--- src/rtl/sleepy_ram_pkg.sv ---
package sleepy_ram_pkg;

   typedef enum logic [1:0] {
      PIPE_BARE  = 2'b00,
      PIPE_POST  = 2'b01,
      PIPE_DATA  = 2'b10,
      PIPE_BOTH  = 2'b11
   } pipe_kind_e;

   function automatic pipe_kind_e pipe_kind(input int data_reg, input int post_reg);
      logic [1:0] k;
      k = {data_reg != 0, post_reg != 0};
      return pipe_kind_e'(k);
   endfunction

   function automatic int read_latency(input int data_reg, input int post_reg);
      return 1 + ((data_reg != 0) ? 1 : 0) + ((post_reg != 0) ? 1 : 0);
   endfunction

endpackage

--- src/rtl/sleepy_ram_array.sv ---
module sleepy_ram_array #(
   parameter int DATA_W      = 16,
   parameter int ADDR_W      = 5,
   parameter int CLEAR_SLEEP = 0
) (
   input  logic              clk,
   input  logic              rst,
   input  logic              en,
   input  logic              we,
   input  logic              sleep,
   input  logic [ADDR_W-1:0] addr,
   input  logic [DATA_W-1:0] wdata,
   output logic [DATA_W-1:0] arr_q,
   output logic              arr_fire
);
   localparam int DEPTH = 1 << ADDR_W;

   logic [DATA_W-1:0] mem [DEPTH];
   logic              wr_go;
   logic              rd_go;

   assign wr_go = en & we & ~sleep;
   assign rd_go = en & ~we & ~sleep;

   always_ff @(posedge clk) begin
      if (wr_go) begin
         mem[addr] <= wdata;
      end
   end

   always_ff @(posedge clk) begin
      if (rst) begin
         arr_q    <= '0;
         arr_fire <= 1'b0;
      end else begin
         arr_fire <= rd_go;
         if (rd_go) begin
            arr_q <= mem[addr];
         end else if (CLEAR_SLEEP != 0 && sleep) begin
            arr_q <= '0;
         end
      end
   end

   AST_SLEEP_WRITE_DROPPED: assert property (@(posedge clk) disable iff (rst)
      sleep |=> mem[$past(addr)] == $past(mem[addr]));

   AST_SLEEP_NO_FIRE: assert property (@(posedge clk) disable iff (rst)
      sleep |=> !arr_fire);

   AST_FIRE_ON_READ: assert property (@(posedge clk) disable iff (rst)
      (en && !we && !sleep) |=> arr_fire);

   AST_HOLD_NO_ACCESS: assert property (@(posedge clk) disable iff (rst)
      (!en && !sleep) |=> $stable(arr_q));

endmodule

--- src/rtl/sleepy_ram_stage.sv ---
module sleepy_ram_stage #(
   parameter int DATA_W        = 16,
   parameter int LOSE_ON_SLEEP = 1
) (
   input  logic              clk,
   input  logic              rst,
   input  logic              sleep,
   input  logic [DATA_W-1:0] d_in,
   input  logic              v_in,
   output logic [DATA_W-1:0] q,
   output logic              v_out
);
   generate
      if (LOSE_ON_SLEEP != 0) begin : g_lose
         always_ff @(posedge clk) begin
            if (rst) begin
               q     <= '0;
               v_out <= 1'b0;
            end else begin
               v_out <= v_in;
               if (sleep) begin
                  q <= '0;
               end else if (v_in) begin
                  q <= d_in;
               end
            end
         end

         AST_STAGE_CLEARS: assert property (@(posedge clk) disable iff (rst)
            sleep |=> q == '0);

         AST_STAGE_LOSES_INFLIGHT: assert property (@(posedge clk) disable iff (rst)
            (v_in && sleep) |=> (v_out && q == '0));
      end else begin : g_keep
         always_ff @(posedge clk) begin
            if (rst) begin
               q     <= '0;
               v_out <= 1'b0;
            end else begin
               v_out <= v_in;
               if (v_in) begin
                  q <= d_in;
               end
            end
         end

         AST_STAGE_HOLDS: assert property (@(posedge clk) disable iff (rst)
            !v_in |=> $stable(q));
      end
   endgenerate

endmodule

--- src/rtl/sleepy_ram_port.sv ---
module sleepy_ram_port #(
   parameter int DATA_W   = 16,
   parameter int ADDR_W   = 5,
   parameter int DATA_REG = 1,
   parameter int POST_REG = 1
) (
   input  logic              clk,
   input  logic              rst,
   input  logic              en,
   input  logic              we,
   input  logic              sleep,
   input  logic [ADDR_W-1:0] addr,
   input  logic [DATA_W-1:0] wdata,
   output logic [DATA_W-1:0] rdata,
   output logic              rd_strobe
);
   import sleepy_ram_pkg::*;

   localparam pipe_kind_e KIND    = pipe_kind(DATA_REG, POST_REG);
   localparam int         LATENCY = read_latency(DATA_REG, POST_REG);
   localparam int         BARE    = (KIND == PIPE_BARE) ? 1 : 0;

   generate
      if (DATA_W < 1) begin : g_bad_width
         $error("DATA_W must be at least 1");
      end
      if (ADDR_W < 1 || ADDR_W > 12) begin : g_bad_addr
         $error("ADDR_W must lie in 1..12");
      end
      if (DATA_REG < 0 || DATA_REG > 1 || POST_REG < 0 || POST_REG > 1) begin : g_bad_opt
         $error("stage options must be 0 or 1");
      end
      if (LATENCY < 1 || LATENCY > 3) begin : g_bad_lat
         $error("read latency out of range");
      end
   endgenerate

   logic [DATA_W-1:0] arr_q;
   logic              arr_fire;
   logic [DATA_W-1:0] s1_q;
   logic              s1_v;
   logic [DATA_W-1:0] s2_q;
   logic              s2_v;

   sleepy_ram_array #(
      .DATA_W      (DATA_W),
      .ADDR_W      (ADDR_W),
      .CLEAR_SLEEP (BARE)
   ) u_array (
      .clk      (clk),
      .rst      (rst),
      .en       (en),
      .we       (we),
      .sleep    (sleep),
      .addr     (addr),
      .wdata    (wdata),
      .arr_q    (arr_q),
      .arr_fire (arr_fire)
   );

   generate
      if (DATA_REG != 0) begin : g_data_stage
         sleepy_ram_stage #(
            .DATA_W        (DATA_W),
            .LOSE_ON_SLEEP (1)
         ) u_data_stage (
            .clk   (clk),
            .rst   (rst),
            .sleep (sleep),
            .d_in  (arr_q),
            .v_in  (arr_fire),
            .q     (s1_q),
            .v_out (s1_v)
         );
      end else begin : g_data_pass
         assign s1_q = arr_q;
         assign s1_v = arr_fire;
      end

      if (POST_REG != 0) begin : g_post_stage
         sleepy_ram_stage #(
            .DATA_W        (DATA_W),
            .LOSE_ON_SLEEP (0)
         ) u_post_stage (
            .clk   (clk),
            .rst   (rst),
            .sleep (sleep),
            .d_in  (s1_q),
            .v_in  (s1_v),
            .q     (s2_q),
            .v_out (s2_v)
         );
      end else begin : g_post_pass
         assign s2_q = s1_q;
         assign s2_v = s1_v;
      end
   endgenerate

   assign rdata     = s2_q;
   assign rd_strobe = arr_fire;

   AST_RESET_CLEARS: assert property (@(posedge clk)
      rst |=> (rdata == '0 && !rd_strobe));

   generate
      if (KIND == PIPE_BARE) begin : g_chk_bare
         AST_BARE_ZERO_IN_SLEEP: assert property (@(posedge clk) disable iff (rst)
            sleep |=> rdata == '0);
      end
      if (KIND == PIPE_POST) begin : g_chk_post
         AST_POST_HOLDS_IN_SLEEP: assert property (@(posedge clk) disable iff (rst)
            (sleep && !rd_strobe) |=> $stable(rdata));
      end
      if (KIND == PIPE_DATA) begin : g_chk_data
         AST_DATA_LOST_ON_SLEEP: assert property (@(posedge clk) disable iff (rst)
            (rd_strobe && sleep) |=> rdata == '0);
      end
      if (KIND == PIPE_BOTH) begin : g_chk_both
         AST_BOTH_LOST_ON_SLEEP: assert property (@(posedge clk) disable iff (rst)
            (rd_strobe && sleep) |=> ##1 rdata == '0);
      end
   endgenerate

endmodule

--- config.mk ---
export PLATFORM = sky130hd
export DESIGN_NAME = sleepy_ram_port
export DESIGN_NICKNAME = d
export VERILOG_FILES = /design/src/rtl/sleepy_ram_pkg.sv /design/src/rtl/sleepy_ram_array.sv /design/src/rtl/sleepy_ram_stage.sv /design/src/rtl/sleepy_ram_port.sv
export SDC_FILE = /design/constraint.sdc
export NUM_CORES = 1
export LEC_CHECK = 0
export BUFFER_PORTS_ARGS = -buffer_cell sky130_fd_sc_hd__buf_4
export CORE_MARGIN = 1.5
export CORE_UTILIZATION = 30
export DETAILED_ROUTE_END_ITERATION = 7
export GPL_TIMING_DRIVEN = 1
export HOLD_SLACK_MARGIN = 0.02
export PLACE_DENSITY = 0.48
export SYNTH_ARGS = -nofsm -noshare
export SYNTH_HDL_FRONTEND = slang
export SYNTH_SLANG_ARGS = --single-unit
export TNS_END_PERCENT = 50
--- constraint.sdc ---
create_clock -name clk -period 4.6 [get_ports clk]
set_input_delay 0.92 -clock clk [delete_from_list [all_inputs] [get_ports clk]]
set_output_delay 0.92 -clock clk [all_outputs]
set_load 0.01 [all_outputs]
==> results_tabular.tex, run 1 <==
\begin{tabular}{lr}
\hline
Metric & Value \\
\hline
\multicolumn{2}{l}{\textbf{Power and ir drop}} \\
\quad Maximum ir drop on the vdd rail & 0.368 mV \\
\quad Static Leak & 8.31 nW \\
\quad Power per cell area & 430 nW/um\^{}2 \\
\multicolumn{2}{l}{\textbf{Detailed routing}} \\
\quad Average vias per placed instance & 4.85 \\
\quad Post-DR wirelength/cell & 24.8 um \\
\quad Sum of routed wire segments on met1 & 27.4 mm \\
\quad Final antenna-violating net count & 0 \\
\quad Number of DRC violations after detailed-routing iteration 0 & approximately 980 \\
\quad Via count & 11.0k \\
\quad Total length of routed met3 wires & 2.85 mm \\
\quad Final routed wirelength across all metal layers & 56.1 mm \\
\quad DR WL met2 & 24.8 mm \\
\quad First drt pass iteration count & 5 \\
\quad DRC viols & 0 \\
\quad Top Layer Used & met4 \\
\multicolumn{2}{l}{\textbf{Critical path}} \\
\quad Data arrival, critical path & approximately 3400 ps \\
\quad Kind of critical path & input port to flop \\
\quad Largest fanout of any net on the critical path & 33 \\
\quad Data required, critical path & between 5000 and 6000 ps \\
\quad Crit start category & input port \\
\quad Type of element capturing the critical path & flop \\
\multicolumn{2}{l}{\textbf{Cells and area}} \\
\quad Post-synthesis to final-layout area growth & 16.0\% \\
\quad Antenna diode instance count & 0 \\
\quad Share of final-layout standard cells stronger than drive strength 1 & 0.199 \\
\quad Nets & approximately 1.3k \\
\multicolumn{2}{l}{\textbf{Clock tree}} \\
\quad H-tree levels & 2 \\
\quad Setup fix buffers added after clock tree synthesis & 0 \\
\quad Cell at the root of the clock tree & clkbuf\_16 \\
\quad Inserted Clock Buffers & 60 \\
\quad Post-CTS Resized & 0 \\
\quad TritonCTS clock tree & built \\
\quad TritonCTS Sinks & 562 \\
\quad Skew-Pair Late Insertion Delay & 650 ps \\
\quad CTS Hold Bufs & 0 \\
\quad Worst-case clock buffer depth & 3 \\
\quad Clock slew seen by the registers of the worst setup and hold paths & 60 ps \\
\multicolumn{2}{l}{\textbf{Yosys}} \\
\quad Post-synth net total & roughly 1.2k \\
\quad EDFF count, synth & just over 500 \\
\quad Prevailing post-synth register cell & edfxtp\_1 \\
\quad Ys Warns & 0 \\
\quad Complex-gate fraction of the synthesized area & 0.0428 \\
\quad Multiplexer fraction of the synthesized cell area & 0.139 \\
\quad Xor and xnor fraction of the mapped netlist area & 0 \\
\quad Combinational family with the most area after synthesis & multiplexers \\
\quad Synth cell types & 46 \\
\quad Fraction of the mapped netlist area in simple logic gates & 0.0425 \\
\quad Share of synthesized cell area in full adder, half adder and majority cells & 0 \\
\quad Post-synth design cell area & 21700 um\^{}2 \\
\quad Fraction of synthesis flops using an asynchronous set or reset pin & 0 \\
\quad Share of the synthesized area in the top cell type & 0.710 \\
\quad Avg Inst Size Synth & 18.4 um\^{}2 \\
\quad Post-synthesis cell count & 1178 \\
\quad Top cells by area, synth & edfxtp\_1, mux2i\_1, mux4\_2 \\
\quad Cell type contributing the most total cell area after synthesis & edfxtp\_1 \\
\quad Part of the Yosys area used for sequential elements & 0.756 \\
\quad Synthesis-stage register bit count & 562 \\
\multicolumn{2}{l}{\textbf{STA}} \\
\quad Final hold violation count & 0 \\
\quad Period minus WS final & 2910 ps \\
\quad Slew HR & 0.346 \\
\quad Max Clock Freq & 344 MHz \\
\quad Final setup fails & 0 \\
\quad Setup tns final & 0 ps \\
\quad Fin Clk Skew & 41.3 ps \\
\quad Final WS setup & between 1500 and 2000 ps \\
\quad Unrepaired setup endpoints after global routing & false \\
\quad Least-Margin Pin Slew & 972 ps \\
\quad Final critical-path share of the clock period & 0.632 \\
\quad Final Slew Violations & 0 \\
\multicolumn{2}{l}{\textbf{Die}} \\
\quad Vertical die dimension & between 200 and 300 um \\
\quad Overall die width & 272 um \\
\quad Ports placed on the boundary & 43 \\
\quad Core ar. & 71500 um\^{}2 \\
\quad Full die area & 73800 um\^{}2 \\
\quad Site Rows & 98 \\
\quad Starting Density & 0.303 \\
\multicolumn{2}{l}{\textbf{Min path}} \\
\quad Hold Path Class & flop to flop \\
\multicolumn{2}{l}{\textbf{Placed design}} \\
\quad Half-perimeter wire length after placement & 33.2 mm \\
\quad Worst setup slack after placement & between 800 and 900 ps \\
\quad Number of I/O port buffers & 42 \\
\quad Weighted congestion reported at the end of routability-driven placement & 0.769 \\
\multicolumn{2}{l}{\textbf{Global route}} \\
\quad Global-route wire length before repair & about 81 mm \\
\quad GRT Residual Overflow & 0 \\
\quad All-Layer GR Usage & 0.152 \\
\quad Antenna violations before repair & 0 \\
\quad Pin count of the biggest net entering global routing & 83 \\
\quad Via count of the first global-routing pass & 11.0k \\
\multicolumn{2}{l}{\textbf{Run status}} \\
\quad Outcome & completed \\
\multicolumn{2}{l}{\textbf{Run}} \\
\quad Maxcap violations & 0 \\
\hline
\end{tabular}
[kinds of logic (layout without fill, tap and decap cells)]
logic type / Yosys count / in the layout
AND/OR/NAND/NOR: 196 / 196
flip-flops: 562 / 562
multiplexers: 239 / 239
buffers and inverters: 67 / 204
AO/OA/AOI/OAI: 114 / 114
[synth_stat cells (15+ instances only)]
cell,instances
buf_2,19
nand2_1,38
nor4_1,19
o21bai_1,15
edfxtp_1,512
mux2i_1,188
buf_4,24
a22o_1,15
mux4_2,49
o22ai_1,47
dfxtp_1,50
nor2_1,104
[worst max-delay path, cell delays in order]
cell and delay (ps):
buf_4 510, nor2_2 150, nand3b_1 600, o22ai_1 220
nor4_1 770, a41oi_2 190
[area by class of cell]
cell class	instances	area, um^2
fillers	6737	46300
well taps	950	1190
multi-input cells	549	4900
clock inverters	27	265
repair buffers	90	721
clock buffers	87	1680
flip-flops and latches	562	16400
[metal layers]
layer / GRT usage / vias up
met5: 0 / -
met4: 0.0385 / 0
met3: 0.0276 / 67
met2: 0.224 / 278
met1: 0.229 / 5754
li1: - / 4879
[path summary, 6_finish.rpt]
kind                                  startpoint                        endpoint  slack (ps)  depth (start not counted)
setup / recovery                         addr[0]               u_array.arr_q[11]        1690                          6
hold / removal    g_data_stage.u_data_stage.q[7]  g_post_stage.u_post_stage.q[7]         490                          2
setup reg to reg             u_array.mem[26][11]               u_array.arr_q[11]        2720                          4
hold reg to reg   g_data_stage.u_data_stage.q[7]  g_post_stage.u_post_stage.q[7]         490                          2
[cells in the final DEF, fill, tap and decap left out, types with 2 or more instances in the layout]
| cell | n |
|---|---|
| edfxtp_1 | 512 |
| mux2i_1 | 188 |
| nor2_1 | 104 |
| buf_4 | 86 |
| clkbuf_16 | 60 |
| dfxtp_1 | 50 |
| mux4_2 | 49 |
| o22ai_1 | 47 |
| nand2_1 | 38 |
| clkbuf_1 | 19 |
| a22o_1 | 15 |
| nor4_1 | 15 |
| o21bai_1 | 15 |
| o221ai_1 | 14 |
| clkinv_2 | 11 |
| a41oi_2 | 10 |
| clkbuf_8 | 8 |
| clkinv_1 | 7 |
| nor3_2 | 5 |
| nor4_2 | 4 |
| nand2_2 | 4 |
| a41oi_1 | 4 |
| nor2b_1 | 3 |
| nor3_1 | 3 |
| inv_6 | 3 |
| bufinv_16 | 3 |
| buf_12 | 3 |
| nor2b_2 | 2 |
| nand2b_1 | 2 |
| and2_1 | 2 |
| nand3b_4 | 2 |
| o21ai_0 | 2 |
| a31oi_1 | 2 |
| mux2_2 | 2 |
| clkinv_16 | 2 |
[report_power, final]
| part | internal [W] | leakage [nW] | switching (W) |
|---|---|---|---|
| clock | 0.00272 | 0.952 | 0.00202 |
| sequential | 0.00559 | 5.01 | 0.0000189 |
| combinational | 0.000152 | 2.35 | 0.000311 |
[through the flow]
| stage | std cells | power [W] | hold WS [ps] | utilization | area, um^2 |
|---|---|---|---|---|---|
| after global routing | 2265 | 0.0111 | 525 | 0.352 | 25100 |
| after floorplan | 1178 | 0.00597 | 460 | - | 21700 |
| final | 2265 | 0.0108 | 495 | 0.352 | 25100 |
| after detailed placement | 2151 | 0.00619 | 486 | 0.324 | 23200 |
| after CTS | 2265 | 0.0109 | 500 | 0.352 | 25100 |
| after global placement | 2151 | 0.00619 | 477 | 0.324 | 23200 |
[flip-flops by register name (all words and copies together), names as in the netlist]
name                             flops
u_array.mem                        512
g_data_stage.u_data_stage.q         16
g_post_stage.u_post_stage.q         16
u_array.arr_q                       16
g_data_stage.u_data_stage.v_out      1
u_array.arr_fire                     1
Power figures use the tool's default switching activity.
==> run 2: changes to the inputs <==
Clock period 4.6 ns to 2.71 ns, I/O delays scaled along.
==> run 2 against run 1 <==
Compared with the run above: final cell count is 2.1% higher; power up 70%; first-iteration DRC count decreased by 5.1%; combinational power rose by 81%; die area unchanged; clock power up 70%; routed wire length fell by 2.1%; sequential cell count stayed put; largest power group unchanged.
==> results_tabular.tex, run 2 (synthesis gave the netlist of run 1 again) <==
\begin{tabular}{lr}
\hline
Metric & Value \\
\hline
\multicolumn{2}{l}{\textbf{Critical path}} \\
\quad Type of element capturing the critical path & flop \\
\quad Kind of critical path & input port to flop \\
\quad Crit start category & input port \\
\quad Largest fanout of any net on the critical path & 39 (+18\%) \\
\quad Data arrival, critical path & 2790 ps (-610 ps) \\
\quad Data required, critical path & 3210 ps (-1890 ps) \\
\multicolumn{2}{l}{\textbf{STA}} \\
\quad Max Clock Freq & 438 MHz \\
\quad Final setup fails & 0 (unchanged) \\
\quad Fin Clk Skew & 23.6 ps (-17.8 ps) \\
\quad Final hold violation count & 0 (unchanged) \\
\quad Final critical-path share of the clock period & 0.843 \\
\quad Period minus WS final & 2290 ps \\
\quad Final Slew Violations & 0 (unchanged) \\
\quad Least-Margin Pin Slew & 1010 ps (+37.5 ps) \\
\quad Setup tns final & 0 ps (unchanged) \\
\quad Final WS setup & 425 ps (-1270 ps) \\
\quad Unrepaired setup endpoints after global routing & false \\
\quad Slew HR & 0.321 (-0.0252) \\
\multicolumn{2}{l}{\textbf{Detailed routing}} \\
\quad Post-DR wirelength/cell & 23.7 um (-4.1\%) \\
\quad Number of DRC violations after detailed-routing iteration 0 & 933 (-5.1\%) \\
\quad Final routed wirelength across all metal layers & 54.9 mm (-2.1\%) \\
\quad Via count & 11.1k (+1.0\%) \\
\quad Final antenna-violating net count & 0 (unchanged) \\
\quad First drt pass iteration count & 5 (unchanged) \\
\quad DRC viols & 0 (unchanged) \\
\quad Average vias per placed instance & 4.80 (-1.0\%) \\
\multicolumn{2}{l}{\textbf{Global route}} \\
\quad GRT Residual Overflow & 0 (unchanged) \\
\quad Global-route wire length before repair & 79.5 mm (-2.4\%) \\
\quad Pin count of the biggest net entering global routing & 40 (-52\%) \\
\quad Antenna violations before repair & 0 (unchanged) \\
\quad All-Layer GR Usage & 0.148 (-0.00330) \\
\quad Via count of the first global-routing pass & 11.1k (+0.74\%) \\
\multicolumn{2}{l}{\textbf{Die}} \\
\quad Overall die width & 272 um (unchanged) \\
\quad Site Rows & 98 (unchanged) \\
\quad Full die area & 73800 um\^{}2 (unchanged) \\
\quad Starting Density & 0.303 (unchanged) \\
\quad Core ar. & 71500 um\^{}2 (unchanged) \\
\quad Vertical die dimension & 272 um (unchanged) \\
\quad Ports placed on the boundary & 43 (unchanged) \\
\multicolumn{2}{l}{\textbf{Placed design}} \\
\quad DP Cell Count & 2197 (+2.1\%) \\
\quad Worst setup slack after placement & -359 ps (-1170 ps) \\
\quad Half-perimeter wire length after placement & 33.6 mm (+1.3\%) \\
\quad Number of I/O port buffers & 42 (unchanged) \\
\quad Weighted congestion reported at the end of routability-driven placement & 0.766 (-0.42\%) \\
\multicolumn{2}{l}{\textbf{Cells and area}} \\
\quad Post-synthesis to final-layout area growth & 19.2\% \\
\quad Commonest cells after routing, fill and taps aside & edfxtp\_1, mux2i\_1, buf\_4 \\
\quad Number of flip-flops in the largest register & 512 (unchanged) \\
\quad Largest reg by FF count & u\_array.mem \\
\quad Nets & 1335 (+3.6\%) \\
\quad Multi-input gate area in the final layout & 4940 um\^{}2 (+0.71\%) \\
\quad Most frequent standard cell in the layout excluding fill and tap cells & edfxtp\_1 \\
\quad Final std cells w/o fill & 2312 (+2.1\%) \\
\quad Filler Cells Inserted & 6647 (-1.3\%) \\
\quad Share of final-layout standard cells stronger than drive strength 1 & 0.230 (+0.0311) \\
\quad FF+latch area & 16400 um\^{}2 (unchanged) \\
\multicolumn{2}{l}{\textbf{Clock tree}} \\
\quad TritonCTS clock tree & built \\
\quad Inserted Clock Buffers & 60 (unchanged) \\
\quad H-tree levels & 2 (unchanged) \\
\quad Clock slew seen by the registers of the worst setup and hold paths & 60 ps (about the same) \\
\quad CTS Hold Bufs & 0 (unchanged) \\
\quad TritonCTS Sinks & 562 (unchanged) \\
\quad Setup fix buffers added after clock tree synthesis & 0 (unchanged) \\
\quad Worst-case clock buffer depth & 3 (unchanged) \\
\quad Skew-Pair Late Insertion Delay & 650 ps (about the same) \\
\quad Cell at the root of the clock tree & clkbuf\_16 \\
\quad Post-CTS Resized & 0 (unchanged) \\
\multicolumn{2}{l}{\textbf{Power and ir drop}} \\
\quad Power per cell area & 713 nW/um\^{}2 (+66\%) \\
\quad Maximum ir drop on the vdd rail & 0.494 mV (+34\%) \\
\quad Static Leak & 8.63 nW (+3.9\%) \\
\multicolumn{2}{l}{\textbf{Run}} \\
\quad Maxcap violations & 0 (unchanged) \\
\multicolumn{2}{l}{\textbf{Min path}} \\
\quad Hold Path Class & input port to flop \\
\multicolumn{2}{l}{\textbf{Run status}} \\
\quad Outcome & completed \\
\hline
\end{tabular}
-- run 2: final cells by class --
class                   count  area share
multi-input cells         549       0.191
flip-flops and latches    562       0.634
clock inverters            41      0.0150
diodes                      3    0.000291
repair buffers            136      0.0524
well taps                 950      0.0460
clock buffers              71      0.0607
-- run 2: final timing paths --
kind,startpoint,endpoint,slack [ps],cells after the start
worst max register to register,u_array.mem[18][6],u_array.arr_q[6],810,4
worst min-delay path,wdata[15],u_array.mem[29][15],340,1
worst max-delay path,addr[1],u_array.arr_q[5],420,6
worst min register to register,g_post_stage.u_post_stage.q[10],g_post_stage.u_post_stage.q[10],490,2
-- run 2: report_power, final --
part           internal (W)  total (W)  switching [W]
combinational      0.000303   0.000838       0.000535
clock               0.00462    0.00806        0.00344
sequential          0.00949    0.00952      0.0000264
total                0.0144     0.0184        0.00400
-- run 2: worst max-delay path, stage by stage --
cell and delay [ps]:
buf_8 370, buf_4 370, mux2i_1 280, o22ai_1 160
nor4_1 800, a41oi_2 190
-- run 2: stage by stage --
stage	utilization	area, um^2	power [W]	hold WS, ps
floorplan	-	21700	0.0101	460
global placement	0.334	23900	0.0105	476
detailed placement	0.334	23900	0.0106	486
CTS	0.361	25800	0.0186	294
global route	0.361	25800	0.0190	316
finish	0.361	25800	0.0184	337
-- run 2: layer usage --
layer	track usage	wire [um]	share of wire	vias to the layer above
met4	0.0414	1250	0.023	0
met5	0	0	0	-
met2	0.215	24100	0.44	307
li1	-	-	-	4993
met1	0.226	26800	0.49	5719
met3	0.0263	2730	0.050	73
